--- src/rtl/dacif_pkg.sv ---
package dacif_pkg;
  localparam int FRAME_BITS = 16;
  localparam int CODE_W     = 8;
  localparam int NUM_CH     = 2;
  localparam int CNT_W      = $clog2(FRAME_BITS + 1) + 1;
  localparam logic [CNT_W-1:0] CNT_FULL = CNT_W'(FRAME_BITS);
  localparam logic [CNT_W-1:0] CNT_SAT  = {CNT_W{1'b1}};

  typedef struct packed {
    logic              u1;
    logic              u2;
    logic              u3;
    logic              shut_b;
    logic              shut_a;
    logic              u4;
    logic              load_b;
    logic              load_a;
    logic [CODE_W-1:0] data;
  } cmd_word_t;

  function automatic logic [FRAME_BITS-1:0] shift_bit(logic [FRAME_BITS-1:0] sr, logic b);
    return {sr[FRAME_BITS-2:0], b};
  endfunction

  function automatic logic [CNT_W-1:0] count_up(logic [CNT_W-1:0] c);
    return (c == CNT_SAT) ? c : c + 1'b1;
  endfunction

  function automatic logic chan_load(cmd_word_t w, int ch);
    return (ch == 0) ? w.load_a : w.load_b;
  endfunction

  function automatic logic chan_shut(cmd_word_t w, int ch);
    return (ch == 0) ? w.shut_a : w.shut_b;
  endfunction

  function automatic logic [CODE_W-1:0] drive_code(logic [CODE_W-1:0] c, logic shut);
    return shut ? '0 : c;
  endfunction
endpackage

--- src/rtl/dacif_sync.sv ---
module dacif_sync #(
  parameter int              W       = 3,
  parameter int              STAGES  = 2,
  parameter logic [W-1:0]    RST_VAL = '0
) (
  input  logic         clk,
  input  logic         rst_n,
  input  logic [W-1:0] d,
  output logic [W-1:0] q
);
  logic [W-1:0] stage_q [STAGES];

  genvar s;
  generate
    for (s = 0; s < STAGES; s++) begin : g_stage
      if (s == 0) begin : g_first
        always_ff @(posedge clk or negedge rst_n) begin
          if (!rst_n) stage_q[s] <= RST_VAL;
          else        stage_q[s] <= d;
        end
      end else begin : g_next
        always_ff @(posedge clk or negedge rst_n) begin
          if (!rst_n) stage_q[s] <= RST_VAL;
          else        stage_q[s] <= stage_q[s-1];
        end
      end
    end
  endgenerate

  assign q = stage_q[STAGES-1];
endmodule

--- src/rtl/dacif_deser.sv ---
module dacif_deser
  import dacif_pkg::*;
(
  input  logic                  clk,
  input  logic                  rst_n,
  input  logic                  s_cs_n,
  input  logic                  s_sclk,
  input  logic                  s_din,
  output logic [FRAME_BITS-1:0] frame_q,
  output logic [CNT_W-1:0]      bit_cnt,
  output logic                  sclk_rise,
  output logic                  cs_rise,
  output logic                  exec,
  output logic                  drop
);
  logic prev_sclk;
  logic prev_cs_n;

  assign sclk_rise = s_sclk & ~prev_sclk & ~s_cs_n;
  assign cs_rise   = s_cs_n & ~prev_cs_n;
  assign exec      = cs_rise & (bit_cnt == CNT_FULL);
  assign drop      = cs_rise & (bit_cnt != CNT_FULL);

  always_ff @(posedge clk or negedge rst_n) begin
    if (!rst_n) begin
      prev_sclk <= 1'b0;
      prev_cs_n <= 1'b1;
    end else begin
      prev_sclk <= s_sclk;
      prev_cs_n <= s_cs_n;
    end
  end

  always_ff @(posedge clk or negedge rst_n) begin
    if (!rst_n) begin
      bit_cnt <= '0;
      frame_q <= '0;
    end else begin
      if (s_cs_n) bit_cnt <= '0;
      else if (sclk_rise) bit_cnt <= count_up(bit_cnt);
      if (sclk_rise) frame_q <= shift_bit(frame_q, s_din);
    end
  end
endmodule

--- src/rtl/dacif_chan.sv ---
module dacif_chan
  import dacif_pkg::*;
(
  input  logic              clk,
  input  logic              rst_n,
  input  logic              exec,
  input  logic              load,
  input  logic              shut_cmd,
  input  logic [CODE_W-1:0] data,
  output logic [CODE_W-1:0] code_q,
  output logic              shut_q,
  output logic [CODE_W-1:0] out_code,
  output logic              out_en
);
  always_ff @(posedge clk or negedge rst_n) begin
    if (!rst_n) begin
      code_q <= '0;
      shut_q <= 1'b0;
    end else if (exec) begin
      if (load) code_q <= data;
      shut_q <= shut_cmd;
    end
  end

  assign out_code = drive_code(code_q, shut_q);
  assign out_en   = ~shut_q;
endmodule

--- src/rtl/dual_dac_ctrl.sv ---
module dual_dac_ctrl
  import dacif_pkg::*;
#(
  parameter int SYNC_STAGES = 2
) (
  input  logic              clk,
  input  logic              rst_n,
  input  logic              ser_cs_n,
  input  logic              ser_clk,
  input  logic              ser_din,
  output logic [CODE_W-1:0] out_code_a,
  output logic [CODE_W-1:0] out_code_b,
  output logic              out_en_a,
  output logic              out_en_b,
  output logic [CODE_W-1:0] rb_code_a,
  output logic [CODE_W-1:0] rb_code_b,
  output logic              rb_sd_a,
  output logic              rb_sd_b
);
  logic [2:0]            sync_q;
  logic                  s_cs_n, s_sclk, s_din;
  logic [FRAME_BITS-1:0] frame_q;
  logic [CNT_W-1:0]      bit_cnt;
  logic                  evt_sclk_rise, evt_cs_rise, evt_exec, evt_drop;
  cmd_word_t             cmd_word;
  logic                  unused_ubits;

  logic [CODE_W-1:0] ch_code  [NUM_CH];
  logic [CODE_W-1:0] ch_out   [NUM_CH];
  logic              ch_shut  [NUM_CH];
  logic              ch_en    [NUM_CH];

  dacif_sync #(.W(3), .STAGES(SYNC_STAGES), .RST_VAL(3'b100)) u_sync (
    .clk(clk), .rst_n(rst_n),
    .d({ser_cs_n, ser_clk, ser_din}),
    .q(sync_q)
  );
  assign {s_cs_n, s_sclk, s_din} = sync_q;

  dacif_deser u_deser (
    .clk(clk), .rst_n(rst_n),
    .s_cs_n(s_cs_n), .s_sclk(s_sclk), .s_din(s_din),
    .frame_q(frame_q), .bit_cnt(bit_cnt),
    .sclk_rise(evt_sclk_rise), .cs_rise(evt_cs_rise),
    .exec(evt_exec), .drop(evt_drop)
  );

  assign cmd_word     = cmd_word_t'(frame_q);
  assign unused_ubits = ^{cmd_word.u1, cmd_word.u2, cmd_word.u3, cmd_word.u4,
                          bit_cnt[0], evt_sclk_rise, evt_cs_rise, evt_drop};

  genvar c;
  generate
    for (c = 0; c < NUM_CH; c++) begin : g_ch
      dacif_chan u_chan (
        .clk(clk), .rst_n(rst_n),
        .exec(evt_exec),
        .load(chan_load(cmd_word, c)),
        .shut_cmd(chan_shut(cmd_word, c)),
        .data(cmd_word.data),
        .code_q(ch_code[c]), .shut_q(ch_shut[c]),
        .out_code(ch_out[c]), .out_en(ch_en[c])
      );
    end
  endgenerate

  assign out_code_a = ch_out[0];
  assign out_code_b = ch_out[1];
  assign out_en_a   = ch_en[0];
  assign out_en_b   = ch_en[1];
  assign rb_code_a  = ch_code[0];
  assign rb_code_b  = ch_code[1];
  assign rb_sd_a    = ch_shut[0];
  assign rb_sd_b    = ch_shut[1];
endmodule

--- config.mk ---
export PLATFORM = sky130hd
export DESIGN_NAME = dual_dac_ctrl
export DESIGN_NICKNAME = d
export VERILOG_FILES = /design/src/rtl/dacif_pkg.sv /design/src/rtl/dacif_sync.sv /design/src/rtl/dacif_deser.sv /design/src/rtl/dacif_chan.sv /design/src/rtl/dual_dac_ctrl.sv
export SDC_FILE = /design/constraint.sdc
export NUM_CORES = 1
export LEC_CHECK = 0
export CAP_MARGIN = 5
export CORE_MARGIN = 4
export CORE_UTILIZATION = 45
export CTS_BUF_LIST = sky130_fd_sc_hd__clkbuf_4 sky130_fd_sc_hd__clkbuf_8 sky130_fd_sc_hd__clkbuf_16
export DETAILED_ROUTE_END_ITERATION = 8
export PLACE_DENSITY = 0.67
export SLEW_MARGIN = 20
export SYNTH_ARGS = -nofsm -noshare
export SYNTH_HDL_FRONTEND = slang
export SYNTH_HIERARCHICAL = 1
export SYNTH_SLANG_ARGS = --single-unit
--- constraint.sdc ---
create_clock -name clk -period 3.3 [get_ports clk]
set_clock_uncertainty 0.15 [all_clocks]
set_input_delay 0.66 -clock clk [delete_from_list [all_inputs] [get_ports clk]]
set_output_delay 0.66 -clock clk [all_outputs]
set_load 0.005 [all_outputs]
==> flow_metrics.tcl <==
set metrics [dict create \
    drt-vias-per-instance 5.38 \
    p_sw_uw 287 \
    synth_instances 146 \
    die_footprint_mm2 0.00536 \
    critical_path.startpoint "g_ch[1].u_chan/shut_q$_DFFE_PN0P_" \
    period_share 0.719 \
    post-route-min-period_ns 2.37 \
    final_critical_path_setup_slack_ns 0.928 \
    die_h_um 73.2 \
    report.final.hold_viol_count 0 \
    area_growth_syn_to_fin_pct 28.0 \
    finalSetupViolations 0 \
    unrepaired_setup_endpoints_after_global_routing "false" \
    placement.setup.worst_slack_ns 1.26 \
    critPathLaunchType "flip-flop" \
    final_hpwl_dp_um 2680 \
    regToRegEndpoint "g_ch[1].u_chan/code_q[1]$_DFFE_PN0P_" \
    clock_slew_at_reported_path_ffs_ns 0.10 \
    globalRoute.totalOverflow 0 \
    cts_made_buffers 5 \
    timing.fmax_ghz 0.422 \
    cts.hold.buffers_added 0 \
    die_x_um 73.2 \
    crit_path_end_kind "primary output" \
    register_to_register_path_setup_slack_ns 1.30 \
    drc_errors 0 \
    drt_first_iter_violations 173 \
    postCtsSetupRepairBufs 0 \
    fraction_of_layout_instances_using_a_drive_strength_above_1 0.243 \
    cellPowerDensity_mw_per_mm2 447 \
    power.combinational.fraction 0.080 \
    ir_drop_mv 0.283 \
    routed_wire_length_per_instance_um 16.7 \
    final.setup.tns_ns 0 \
    detailroute.via_count 1285 \
    routed_wirelength_um 4000 \
    grt_usage 0.165 \
    post_cts_resize_count 0 \
    fin_nets 195 \
    reg2reg_from "u_sync/q[2]$_DFF_PN1_" \
    timing_worst_setup_path_type "reg -> out" \
    internal-power_uw 809 \
    worst_setup_path_endpoint "out_code_b[6]" \
    floorplan.rows 23 \
    mostFrequentLayoutCell "dfrtp_1" \
    power.leakage_nw 1.13 \
    cts.htree.levels 2 \
    pwr-share-clk 0.314 \
    standard_cell_core_area_mm2 0.00406 \
    cts.path.max_buffers 2 \
    initial_core_util 0.472 \
    crit_required_ns 2.49 \
    cp_max_fo 10 \
    grt_pass1_wl_um 6640 \
    cts.root.buffer_cell "clkbuf_8" \
    detail_route.first_pass.iterations 4 \
    reg2reg_depth 4 \
    portion_of_total_power_attributed_to_sequential_cells 0.606 \
    n_antenna_cell 0 \
    ioPinCount 41 \
    total_power_mw 1.10 \
    clock-sinks 45 \
    first_global_vias 1364 \
    tritoncts "yes" \
    numPortBuffers 40 \
    status "complete, no violations" \
    yosys_warnings 6 \
    syn_nets 153 \
    clock_insertion_delay_worst_skew_ns 0.30 \
    cp.arrival_ns 1.56 \
    number_of_slew_limit_violations_in_the_final_report 0 \
    relSlewSlack 0.644 \
    finalWeightedCongestion 0.849 \
    worstHoldPathType "in -> async" \
    number_of_antenna_violations_at_the_first_check_in_global_routing 0 \
    syn-mean-instance-area_um2 13.1 \
    grt_start_max_net_pins 46 \
    layout.cells.most_common_list "42 x dfrtp_1, 39 x clkdlybuf4s50_1, 30 x mux2_2" \
    detail-route-antenna-nets 0 \
    synthesis.area_mm2 0.00191 \
    drv_cap 0 \
    worstMarginPinSlew_ns 0.532 \
    switching_share 0.262 \
]
-- worst max-delay path: stages (launching register included) --
cell and delay (ns):
dfrtp_1 0.54, nor2b_1 0.19, clkdlybuf4s50_1 0.53
-- cell type report --
type / instances / area, um2
Clock buffer: 5 / 68.8
Clock inverter: 3 / 22.5
Fill cell: 322 / 1610
Inverter: 6 / 22.5
Multi-Input combinational cell: 89 / 722
Sequential cell: 45 / 1130
Tap cell: 50 / 62.6
Timing Repair Buffer: 41 / 423
-- registers in the layout, indices dropped and copies added (netlist names) --
register / cells
g_ch.u_chan/code_q: 16
u_deser/frame_q: 13
u_deser/prev_sclk: 1
u_deser/bit_cnt: 6
u_sync/stage_q: 3
u_sync/q: 3
u_deser/prev_cs_n: 1
g_ch.u_chan/shut_q: 2
-- metal layers --
layer  GRT usage  vias up  wire (um)
li1            -      593          -
met1       0.218      647       1740
met2       0.262       40       2010
met3      0.0455        5        195
met4      0.0533        0         51
met5           0        -          0
-- power by group through the flow --
stage,combinational (mW),clock (mW),sequential (mW)
after floorplan,0.0681,0,0.652
after global placement,0.0799,0,0.672
after detailed placement,0.0847,0,0.675
after CTS,0.0856,0.350,0.665
after global routing,0.0977,0.377,0.676
final,0.0880,0.344,0.665
-- per-stage QoR --
stage               cells   util  cell area [um2]  hold slack, ns
finish                239  0.604             2450           0.146
global route          239  0.604             2450           0.170
CTS                   238  0.597             2420           0.207
detailed placement    230  0.575             2330           0.187
global placement      230  0.575             2330           0.183
floorplan             146      -             1910           0.181
-- worst min-delay path by stage --
stage | cells after the start | endpoint | slack (ns)
2_1_floorplan | 0 | u_sync/q[0]$_DFF_PN0_ | 0.18
3_3_place_gp | 0 | u_sync/q[0]$_DFF_PN0_ | 0.18
3_5_place_dp | 0 | u_sync/q[1]$_DFF_PN0_ | 0.19
4_1_cts | 0 | u_sync/q[1]$_DFF_PN0_ | 0.21
5_1_grt | 1 | u_deser/bit_cnt[2]$_DFFE_PN0P_ | 0.17
6_report | 1 | u_deser/bit_cnt[3]$_DFFE_PN0P_ | 0.15
No activity file was read; power rests on OpenSTA's default activity.
